**src/rtl/opf_pkg.sv**
```systemverilog
package opf_pkg;

  localparam int MODE_W = 4;

  localparam logic [MODE_W-1:0] MD_IMPLIED  = 4'd0;
  localparam logic [MODE_W-1:0] MD_IMM      = 4'd1;
  localparam logic [MODE_W-1:0] MD_DIRECT   = 4'd2;
  localparam logic [MODE_W-1:0] MD_INDIRECT = 4'd3;
  localparam logic [MODE_W-1:0] MD_REL      = 4'd4;
  localparam logic [MODE_W-1:0] MD_INDEX    = 4'd5;
  localparam logic [MODE_W-1:0] MD_BASE     = 4'd6;
  localparam logic [MODE_W-1:0] MD_REG      = 4'd7;
  localparam logic [MODE_W-1:0] MD_REGIND   = 4'd8;
  localparam logic [MODE_W-1:0] MD_AUTOINC  = 4'd9;
  localparam logic [MODE_W-1:0] MD_AUTODEC  = 4'd10;

  typedef enum logic [1:0] {ST_IDLE, ST_REQ, ST_CAP} fetch_state_t;
  typedef enum logic [1:0] {PH_OPC, PH_FLD, PH_IND, PH_OPR} fetch_phase_t;

  typedef struct packed {
    logic legal;     // code is one of the defined modes
    logic one_word;  // only the opcode word is consumed
    logic no_read;   // result known once the field word arrives
    logic indirect;  // one extra read before the operand read
  } mode_info_t;

endpackage

```
**src/rtl/opf_decode.sv**
```systemverilog
module opf_decode
  import opf_pkg::*;
(
  input  logic [MODE_W-1:0] mode,
  output mode_info_t        info
);

  always_comb begin
    info = '0;
    info.legal = 1'b1;
    case (mode)
      MD_IMPLIED:  info.one_word = 1'b1;
      MD_IMM,
      MD_REG:      info.no_read  = 1'b1;
      MD_INDIRECT: info.indirect = 1'b1;
      MD_DIRECT, MD_REL, MD_INDEX, MD_BASE,
      MD_REGIND, MD_AUTOINC, MD_AUTODEC: ;
      default:     info.legal    = 1'b0;
    endcase
  end

endmodule

```
**src/rtl/opf_ea_calc.sv**
```systemverilog
module opf_ea_calc
  import opf_pkg::*;
#(
  parameter int W = 16
) (
  input  logic [MODE_W-1:0] mode,
  input  logic [W-1:0]      field,
  input  logic [W-1:0]      pc,
  input  logic [W-1:0]      r1,
  input  logic [W-1:0]      idx,
  input  logic [W-1:0]      base,
  output logic [W-1:0]      ea,
  output logic [W-1:0]      op_now,
  output logic [W-1:0]      r1_new
);

  localparam logic [W-1:0] ONE = W'(1);
  localparam logic [W-1:0] TWO = W'(2);

  always_comb begin
    ea     = '0;
    op_now = '0;
    r1_new = r1;
    case (mode)
      MD_IMM: begin
        ea     = pc + ONE;
        op_now = field;
      end
      MD_DIRECT:  ea = field;
      MD_REL:     ea = field + pc + TWO;
      MD_INDEX:   ea = field + idx;
      MD_BASE:    ea = field + base;
      MD_REG:     op_now = r1;
      MD_REGIND:  ea = r1;
      MD_AUTOINC: begin
        ea     = r1;
        r1_new = r1 + ONE;
      end
      MD_AUTODEC: begin
        ea     = r1 - ONE;
        r1_new = r1 - ONE;
      end
      default: ;
    endcase
  end

endmodule

```
**src/rtl/opf_unit.sv**
```systemverilog
module opf_unit
  import opf_pkg::*;
#(
  parameter int W = 16
) (
  input  logic         clk,
  input  logic         rst,
  input  logic         start,
  input  logic [W-1:0] pc_in,
  input  logic [W-1:0] r1_in,
  input  logic [W-1:0] idx_in,
  input  logic [W-1:0] base_in,
  output logic         mem_re,
  output logic [W-1:0] mem_addr,
  input  logic [W-1:0] mem_rdata,
  output logic         done,
  output logic         illegal,
  output logic [W-1:0] ea_out,
  output logic [W-1:0] operand_out,
  output logic [W-1:0] pc_out,
  output logic [W-1:0] r1_out
);

  localparam logic [W-1:0] ONE = W'(1);
  localparam logic [W-1:0] TWO = W'(2);

  fetch_state_t      state;
  fetch_phase_t      phase;
  logic [MODE_W-1:0] mode_q;
  logic [W-1:0]      pc_q, r1_q, idx_q, base_q;
  logic [W-1:0]      ea_q, r1_fin_q;

  logic [MODE_W-1:0] dec_mode;
  mode_info_t        info;
  logic [W-1:0]      ea_c, op_c, r1_c;

  // Mode taken straight from the bus while the opcode word is on it
  assign dec_mode = (state == ST_CAP && phase == PH_OPC) ?
                    mem_rdata[MODE_W-1:0] : mode_q;

  opf_decode u_dec (
    .mode (dec_mode),
    .info (info)
  );

  opf_ea_calc #(.W(W)) u_ea (
    .mode   (mode_q),
    .field  (mem_rdata),
    .pc     (pc_q),
    .r1     (r1_q),
    .idx    (idx_q),
    .base   (base_q),
    .ea     (ea_c),
    .op_now (op_c),
    .r1_new (r1_c)
  );

  always_ff @(posedge clk) begin
    if (rst) begin
      state       <= ST_IDLE;
      phase       <= PH_OPC;
      mode_q      <= '0;
      pc_q        <= '0;
      r1_q        <= '0;
      idx_q       <= '0;
      base_q      <= '0;
      ea_q        <= '0;
      r1_fin_q    <= '0;
      mem_re      <= 1'b0;
      mem_addr    <= '0;
      done        <= 1'b0;
      illegal     <= 1'b0;
      ea_out      <= '0;
      operand_out <= '0;
      pc_out      <= '0;
      r1_out      <= '0;
    end else begin
      done   <= 1'b0;
      mem_re <= 1'b0;
      case (state)
        ST_IDLE: begin
          if (start) begin
            pc_q     <= pc_in;
            r1_q     <= r1_in;
            idx_q    <= idx_in;
            base_q   <= base_in;
            mem_re   <= 1'b1;
            mem_addr <= pc_in;
            phase    <= PH_OPC;
            state    <= ST_REQ;
          end
        end
        ST_REQ: state <= ST_CAP;
        ST_CAP: begin
          case (phase)
            PH_OPC: begin
              mode_q <= dec_mode;
              if (!info.legal) begin
                done        <= 1'b1;
                illegal     <= 1'b1;
                ea_out      <= '0;
                operand_out <= '0;
                pc_out      <= pc_q;
                r1_out      <= r1_q;
                state       <= ST_IDLE;
              end else if (info.one_word) begin
                done        <= 1'b1;
                illegal     <= 1'b0;
                ea_out      <= '0;
                operand_out <= '0;
                pc_out      <= pc_q + ONE;
                r1_out      <= r1_q;
                state       <= ST_IDLE;
              end else begin
                mem_re   <= 1'b1;
                mem_addr <= pc_q + ONE;
                phase    <= PH_FLD;
                state    <= ST_REQ;
              end
            end
            PH_FLD: begin
              ea_q     <= ea_c;
              r1_fin_q <= r1_c;
              if (info.no_read) begin
                done        <= 1'b1;
                illegal     <= 1'b0;
                ea_out      <= ea_c;
                operand_out <= op_c;
                pc_out      <= pc_q + TWO;
                r1_out      <= r1_c;
                state       <= ST_IDLE;
              end else begin
                mem_re   <= 1'b1;
                mem_addr <= info.indirect ? mem_rdata : ea_c;
                phase    <= info.indirect ? PH_IND : PH_OPR;
                state    <= ST_REQ;
              end
            end
            PH_IND: begin
              ea_q     <= mem_rdata;
              mem_re   <= 1'b1;
              mem_addr <= mem_rdata;
              phase    <= PH_OPR;
              state    <= ST_REQ;
            end
            default: begin
              done        <= 1'b1;
              illegal     <= 1'b0;
              ea_out      <= ea_q;
              operand_out <= mem_rdata;
              pc_out      <= pc_q + TWO;
              r1_out      <= r1_fin_q;
              state       <= ST_IDLE;
            end
          endcase
        end
        default: state <= ST_IDLE;
      endcase
    end
  end

  // Completion flag lasts exactly one cycle
  AST_DONE_PULSE: assert property (@(posedge clk) disable iff (rst)
    done |=> !done);
  // Never more than one read in flight
  AST_SINGLE_READ: assert property (@(posedge clk) disable iff (rst)
    mem_re |=> !mem_re);
  AST_NO_READ_AT_DONE: assert property (@(posedge clk) disable iff (rst)
    done |-> !mem_re);
  // Illegal codes leave the architectural registers untouched
  AST_ILLEGAL_NO_UPDATE: assert property (@(posedge clk) disable iff (rst)
    (done && illegal) |-> (pc_out == pc_q && r1_out == r1_q && ea_out == '0));
  AST_TWO_WORD_PC: assert property (@(posedge clk) disable iff (rst)
    (done && !illegal && mode_q != MD_IMPLIED) |-> pc_out == pc_q + TWO);
  AST_AUTOINC_POST: assert property (@(posedge clk) disable iff (rst)
    (done && !illegal && mode_q == MD_AUTOINC) |-> (r1_out == r1_q + ONE && ea_out == r1_q));
  AST_AUTODEC_PRE: assert property (@(posedge clk) disable iff (rst)
    (done && !illegal && mode_q == MD_AUTODEC) |-> (r1_out == r1_q - ONE && ea_out == r1_out));
  AST_IMPLIED_ONE_WORD: assert property (@(posedge clk) disable iff (rst)
    (done && !illegal && mode_q == MD_IMPLIED) |-> pc_out == pc_q + ONE);

endmodule

```
**config.mk**
```make
export PLATFORM = sky130hd
export DESIGN_NAME = opf_unit
export DESIGN_NICKNAME = d
export VERILOG_FILES = /design/src/rtl/opf_pkg.sv /design/src/rtl/opf_decode.sv /design/src/rtl/opf_ea_calc.sv /design/src/rtl/opf_unit.sv
export SDC_FILE = /design/constraint.sdc
export NUM_CORES = 1
export LEC_CHECK = 0
export BUFFER_PORTS_ARGS = -buffer_cell sky130_fd_sc_hd__clkbuf_2
export CAP_MARGIN = 15
export CORE_MARGIN = 5
export CORE_UTILIZATION = 55
export DETAILED_ROUTE_END_ITERATION = 8
export PLACE_DENSITY = 0.77
export SLEW_MARGIN = 20
export SYNTH_ARGS = -nofsm -noshare
export SYNTH_HDL_FRONTEND = slang
export SYNTH_SLANG_ARGS = --single-unit
```
**constraint.sdc**
```tcl
create_clock -name clk -period 5.25 [get_ports clk]
set_input_delay 0.525 -clock clk [delete_from_list [all_inputs] [get_ports clk]]
set_output_delay 0.525 -clock clk [all_outputs]
set_load 0.05 [all_outputs]
```
==> metrics.md, run 1 <==
| Metric | Value |
|---|---|
| Worst vdd ir | 0.199 mV |
| Dominant synthesized flop cell | dfxtp_1 |
| Met3 Track Usage GR | 0.0868 |
| Mean routed wirelength per cell | 23.1 um |
| Post-CTS setup buffers | 0 |
| WL final | 44.1 mm |
| Antenna violations before repair | 0 |
| GRT Total Usage | 0.355 |
| Syn Std Cell Area | 0.0117 mm2 |
| GRT met1 Usage | 0.469 |
| Sequential element share of the synthesized area | 0.320 |
| EDFF count, synth | 0 |
| Worst Setup SP | mode_q[2] |
| Count of final hold-check violations | 0 |
| Reg2Reg Launch Point | mode_q[2] |
| Period utilization | 0.797 |
| Crit path to | mem_addr[11] |
| Worst-path clk slew | 80 ps |
| Slowest CP cell | a221oi_1 |
| Post-synth cell types | 84 |
| Min-Delay Path Class | primary input to flip-flop |
| Clk buf depth | 2 |
| Total clock sinks | 187 |
| Crit end category | flip-flop |
| Status | finished clean |
| Cells after Synth | 1546 |
| Setup_tns | 0 ps |
| # rows | 53 |
| RSZ-0062 raised after global routing | false |
| Achievable Freq | 239 MHz |
| Crit start category | flip-flop |
| ANT nets after route | 0 |
| Most frequent cell on the critical path | a221oi_1 |
| Final Non-Filler Cells | roughly 1900 |
| Ant. Diodes | 0 |
| Die W | 156 um |
| Syn. warnings | 0 |
| Hold path depth | 3 |
| Multi-input logic area | 0.00735 mm2 |
| Share of layout cells above drive strength 1 | 0.160 |
| Crit Reg-Reg Endpoint | mem_addr[11] |
| Area Growth Syn to Fin | 12.7% |
| Worst endpoint required time | 5600 ps |
| Vias per std cell | 6.53 |
| Fill count | slightly below 2000 |
| Crit Path Class | flip-flop to flip-flop |
| CP Data Arrival Time | 4530 ps |
| NumNets Final | roughly 1800 |
| Pwr Total | 3.72 mW |
| Commonest non-fill, non-tap cell in the layout | nand2_1 |
| Slew Viols, Final | 0 |
| Initial core utilization | 0.558 |
| CP cell instances | inv_1, nor4_4, buf_4, mux2_2, ha_1, o211ai_1, o211a_1, nor3_1, a221oi_1, xnor2_1, a221oi_1, o21ai_0, a21o_1 |
| Initial DRC count | 1693 |
| Crit path largest cell delay | 860 ps |
| Yosys reg bits | 187 |
| Clock skew | about 14 ps |
| Core area | 0.0210 mm2 |
| Port-buffer cells | 165 |
| CTS tree | built |
| Hold_buf cts | 0 |
| Root buf cell | clkbuf_16 |
| Die Ht | 156 um |
| CTS buffer count | 17 |
| DRC viols | 0 |
| Tmin final | 4190 ps |
| Ys async rst share | 0 |
| Cell Count Post-Placement | 1878 |
| Worst reg2reg path depth | 13 |
| Met2 Usage GRT | 0.529 |
| Reg2Reg Setup Slack | ~1100 ps |
| Post-cts sizing count | 0 |
| Final HPWL DP | 31.3 mm |
| CP Max Fanout | 9 |
| Most frequent cells in the layout | 251 x nand2_1, 187 x dfxtp_1, 166 x a21oi_1 |
| Worst-margin pin slew | 1170 ps |
| Die area | 0.0243 mm2 |
| PwrDens | 282 mW/mm2 |
| H-tree levels | 4 |
| Endpoints failing setup | 0 |
| Max cap viols | 0 |
| Number of global-route vias before repair | about 12000 |
| Syn Area/Cell | 7.57 um2 |
| Gr busiest metal | met2 |
| Leak | 5.18 nW |
| Drt pass-1 iters | 8 |
| Global-route wire length before repair | just under 70 mm |
| Gp weighted congestion | between 1 and 1.5 |
| Largest net degree at the start of global routing | 103 |
| Final Util | 0.629 |
| Via count | 12477 |
| Ports | 166 |
| GRT Residual Overflow | 0 |
| Slew margin rel. | 0.221 |
| Syn_nets | between 1500 and 2000 |
| Skew-Pair Late Insertion Delay | 450 ps |
| Storage element area | approximately 0.0037 mm2 |
Yosys cell counts (4+ instances only):
| cell | instances | area [um2] |
|---|---|---|
| and3_1 | 16 | 100 |
| a221oi_1 | 47 | 412 |
| a311oi_1 | 11 | 96.3 |
| clkbuf_1 | 102 | 383 |
| xnor2_1 | 40 | 350 |
| and2_1 | 5 | 31.3 |
| a32oi_1 | 6 | 52.6 |
| o21a_1 | 6 | 45.0 |
| o21ai_1 | 9 | 45.0 |
| nand3_1 | 37 | 185 |
| nor2_1 | 138 | 518 |
| nor3_1 | 49 | 245 |
| ha_1 | 53 | 663 |
| mux2_2 | 16 | 180 |
| buf_2 | 20 | 100 |
| nor4_1 | 7 | 43.8 |
| nand2b_1 | 8 | 50.1 |
| a22oi_1 | 8 | 60.1 |
| o31ai_1 | 4 | 30.0 |
| a222oi_1 | 5 | 50.1 |
| a221o_1 | 5 | 50.1 |
| a22o_1 | 8 | 70.1 |
| o221ai_1 | 5 | 43.8 |
| o21ai_0 | 79 | 395 |
| nand4_1 | 16 | 100 |
| nand2_1 | 252 | 946 |
| a211oi_1 | 25 | 188 |
| nor2b_1 | 6 | 37.5 |
| o21bai_1 | 5 | 37.5 |
| a31oi_1 | 20 | 125 |
| or3_1 | 5 | 31.3 |
| o2111ai_1 | 4 | 35.0 |
| mux2i_1 | 11 | 110 |
| dfxtp_1 | 187 | 3740 |
| a21o_1 | 10 | 75.1 |
| o211ai_1 | 18 | 135 |
| xor2_1 | 32 | 280 |
| a21oi_1 | 166 | 831 |
| buf_1 | 10 | 37.5 |
| inv_1 | 26 | 97.6 |
routing by layer:
layer  wire length [um]  vias to the layer above
li1                   -                     5762
met3               5280                      216
met1              17200                     5669
met5                  0                        -
met4               3030                        0
met2              18500                      830
worst max-delay path: cells and delay by family, from the launching register on:
kind	cells	cell delay [ps]
simple gates	2	650
flops	1	330
fa+ha+maj	1	340
compound gates	6	1820
mux	1	350
xor+xnor	1	190
buf+inv	2	400
metrics by stage:
stage / setup slack [ps] / hold slack, ps / instance area [um2]
after floorplan: 1120 / 432 / 11700
after global placement: 1330 / 439 / 12600
after detailed placement: 1230 / 443 / 12600
after CTS: 1210 / 285 / 13200
after global routing: 931 / 294 / 13200
final: 1060 / 290 / 13200
logic make-up (layout without fill, tap and decap cells):
family | count (synthesis) | after routing | share of synthesized area
xor gates and xnor gates | 72 | 72 | 0.0539
buffers and inverters | 161 | 250 | 0.0548
muxes | 29 | 29 | 0.0279
and+or+nand+nor | 566 | 566 | 0.218
DFF | 187 | 187 | 0.320
adders and majority gates | 55 | 55 | 0.0601
AOI/OAI and AO/OA | 476 | 476 | 0.265
flip-flops by register name, summed over array words and instances (netlist names), 16 cells and up:
name and cells:
r1_out 16, mem_addr 16, operand_out 16, ea_out 16
pc_q 16, r1_q 16, base_q 16, r1_fin_q 16
idx_q 16, ea_q 16, pc_out 16
area by class of cell:
type | count | share of cell area
Clock buffer | 17 | 0.0323
Clock inverter | 15 | 0.0146
Inverter | 27 | 0.00769
Multi-Input combinational cell | 1198 | 0.558
Sequential cell | 187 | 0.284
Tap cell | 275 | 0.0261
Timing Repair Buffer | 191 | 0.0777
report_power, final:
group | total, mW | switching [mW] | internal, mW
logic | 0.798 | 0.550 | 0.248
clock network | 1.34 | 0.693 | 0.652
registers | 1.57 | 0.0874 | 1.49
total | 3.72 | 1.33 | 2.39
worst min-delay path by stage:
| stage | slack [ps] | to | startpoint |
|---|---|---|---|
| after CTS | 290 | r1_q[0] | r1_in[0] |
| after floorplan | 430 | r1_fin_q[4] | r1_fin_q[4] |
| after detailed placement | 440 | base_q[11] | base_q[11] |
| final | 290 | r1_q[0] | r1_in[0] |
| after global placement | 440 | ea_q[8] | ea_q[8] |
| after global routing | 290 | idx_q[11] | idx_in[11] |
(Power assumes the default switching activity.)
==> run 2, diff against run 1 <==
==> constraint.sdc (replaced) <==
create_clock -name clk -period 4.3 [get_ports clk]
set_input_delay 0.43 -clock clk [delete_from_list [all_inputs] [get_ports clk]]
set_output_delay 0.43 -clock clk [all_outputs]
set_load 0.05 [all_outputs]
==> run 2 against run 1 <==
Clock skew is 0.55 ps lower. Final area is 1.2% higher. Global-route usage rose by 0.48 points. Via count rose by 0.24%. Sequential share of layout area is 0.33 points lower. Register-to-register slack worse by 870 ps. Critical path type unchanged.
==> metrics.md, run 2 (synthesis results as in run 1) <==
| Metric | Value |
|---|---|
| Status | finished clean |
| CTS tree | built |
| Hold_buf cts | 0 |
| Crit path to | mem_addr[14] |
| Achievable Freq | approximately 240 MHz |
| Clock skew | roughly 13 ps |
| Most frequent cells in the layout | 251 x nand2_1, 187 x dfxtp_1, 166 x a21oi_1 |
| Clk buf depth | 2 |
| CP cell instances | inv_1, nor4_4, buf_4, mux2_2, fa_1, a21oi_1, o2111ai_1, a21oi_1, o31ai_1, xor2_1, a221oi_1, nand4_1, a41o_1 |
| Storage element area | approximately 0.0037 mm2 |
| Drt pass-1 iters | 6 |
| Number of global-route vias before repair | 11488 |
| Mean routed wirelength per cell | 22.9 um |
| Die area | 0.0243 mm2 |
| Worst-path clk slew | 80 ps |
| Vias per std cell | 6.47 |
| Worst vdd ir | approximately 0.25 mV |
| Initial DRC count | between 1000 and 1500 |
| Initial core utilization | 0.558 |
| Endpoints failing setup | 0 |
| Tmin final | just over 4000 ps |
| Crit Path Class | flip-flop to flip-flop |
| Crit start category | flip-flop |
| Global-route wire length before repair | slightly below 70 mm |
| Cell Count Post-Placement | 1902 |
| Area Growth Syn to Fin | 14.0% |
| Slew Viols, Final | 0 |
| Commonest non-fill, non-tap cell in the layout | nand2_1 |
| Skew-Pair Late Insertion Delay | 440 ps |
| CP Max Fanout | 9 |
| CP Data Arrival Time | 4450 ps |
| Largest net degree at the start of global routing | 89 |
| # rows | 53 |
| Root buf cell | clkbuf_16 |
| Setup_tns | 0 ps |
| Antenna violations before repair | 0 |
| Core area | roughly 0.021 mm2 |
| GRT Residual Overflow | 0 |
| Multi-input logic area | 0.00734 mm2 |
| Most frequent cell on the critical path | a21oi_1 |
| Worst reg2reg path depth | 13 |
| Reg2Reg Launch Point | mode_q[1] |
| Worst endpoint required time | 4640 ps |
| Final Util | 0.636 |
| Final Non-Filler Cells | 1934 |
| Via count | 12507 |
| Min-Delay Path Class | primary input to flip-flop |
| Ant. Diodes | 0 |
| NumNets Final | 1784 |
| Ports | 166 |
| Crit Reg-Reg Endpoint | mem_addr[14] |
| Post-CTS setup buffers | 0 |
| Final HPWL DP | 32.3 mm |
| Share of layout cells above drive strength 1 | 0.171 |
| Fill count | 1955 |
| CTS buffer count | 17 |
| Crit end category | flip-flop |
| Slew margin rel. | 0.261 |
| Crit path largest cell delay | 660 ps |
| GRT Total Usage | 0.360 |
| Period utilization | 0.956 |
| Gp weighted congestion | 1.02 |
| Post-cts sizing count | 0 |
| DRC viols | 0 |
| Max cap viols | 0 |
| RSZ-0062 raised after global routing | false |
| PwrDens | 341 mW/mm2 |
| Total clock sinks | 187 |
| ANT nets after route | 0 |
| Hold slack | approximately 200 ps |
| H-tree levels | 4 |
| Leak | 5.28 nW |
| Worst-margin pin slew | ~1100 ps |
| Die W | around 160 um |
| Die Ht | 156 um |
| Worst Setup SP | mode_q[1] |
| Slowest CP cell | a221oi_1 |
| WL final | 44.4 mm |
| Port-buffer cells | around 170 |
| Reg2Reg Setup Slack | 190 ps |
| Count of final hold-check violations | 0 |
-- run 2: cell type report --
cell class	instances	area share
clock buffer	18	0.0329
clock inverter	14	0.0122
multi-input combinational	1198	0.550
sequential	187	0.281
inverter	27	0.00760
tap	275	0.0258
timing repair buffer	215	0.0903
-- run 2: worst min-delay path by stage --
stage	start	to	slack, ps	cells past startpoint
finish	base_in[8]	base_q[8]	200	3
global route	base_in[6]	base_q[6]	200	3
CTS	base_in[8]	base_q[8]	190	3
detailed placement	ea_q[6]	ea_q[6]	440	2
global placement	ea_q[9]	ea_q[9]	440	2
floorplan	r1_fin_q[4]	r1_fin_q[4]	430	2
-- run 2: metal layers --
layer,global-route usage,part of all wire
met2,0.545,0.43
met3,0.0827,0.11
met5,0,0
met1,0.488,0.40
met4,0.167,0.052
-- run 2: report_power, final --
group | internal [mW] | total (mW) | switching [mW]
clock | 0.802 | 1.64 | 0.834
combinational | 0.314 | 0.994 | 0.680
sequential | 1.81 | 1.91 | 0.0984
total | 2.93 | 4.54 | 1.61
-- run 2: critical path, delay by kind of cell, from the launching register on --
| kind | cells | cell delay (ps) |
|---|---|---|
| buffers and inverters | 2 | 340 |
| muxes | 1 | 370 |
| and+or+nand+nor | 2 | 490 |
| adders and majority gates | 1 | 430 |
| xor gates and xnor gates | 1 | 180 |
| DFF | 1 | 330 |
| AOI/OAI and AO/OA | 6 | 1860 |
-- run 2: per-stage QoR --
step,power (mW),setup slack [ps],cell area [um2]
6_report,4.54,191,13300
5_1_grt,4.70,33.9,13300
2_1_floorplan,2.59,170,11700
3_5_place_dp,2.92,316,12700
4_1_cts,4.52,288,13300
3_3_place_gp,2.91,384,12700
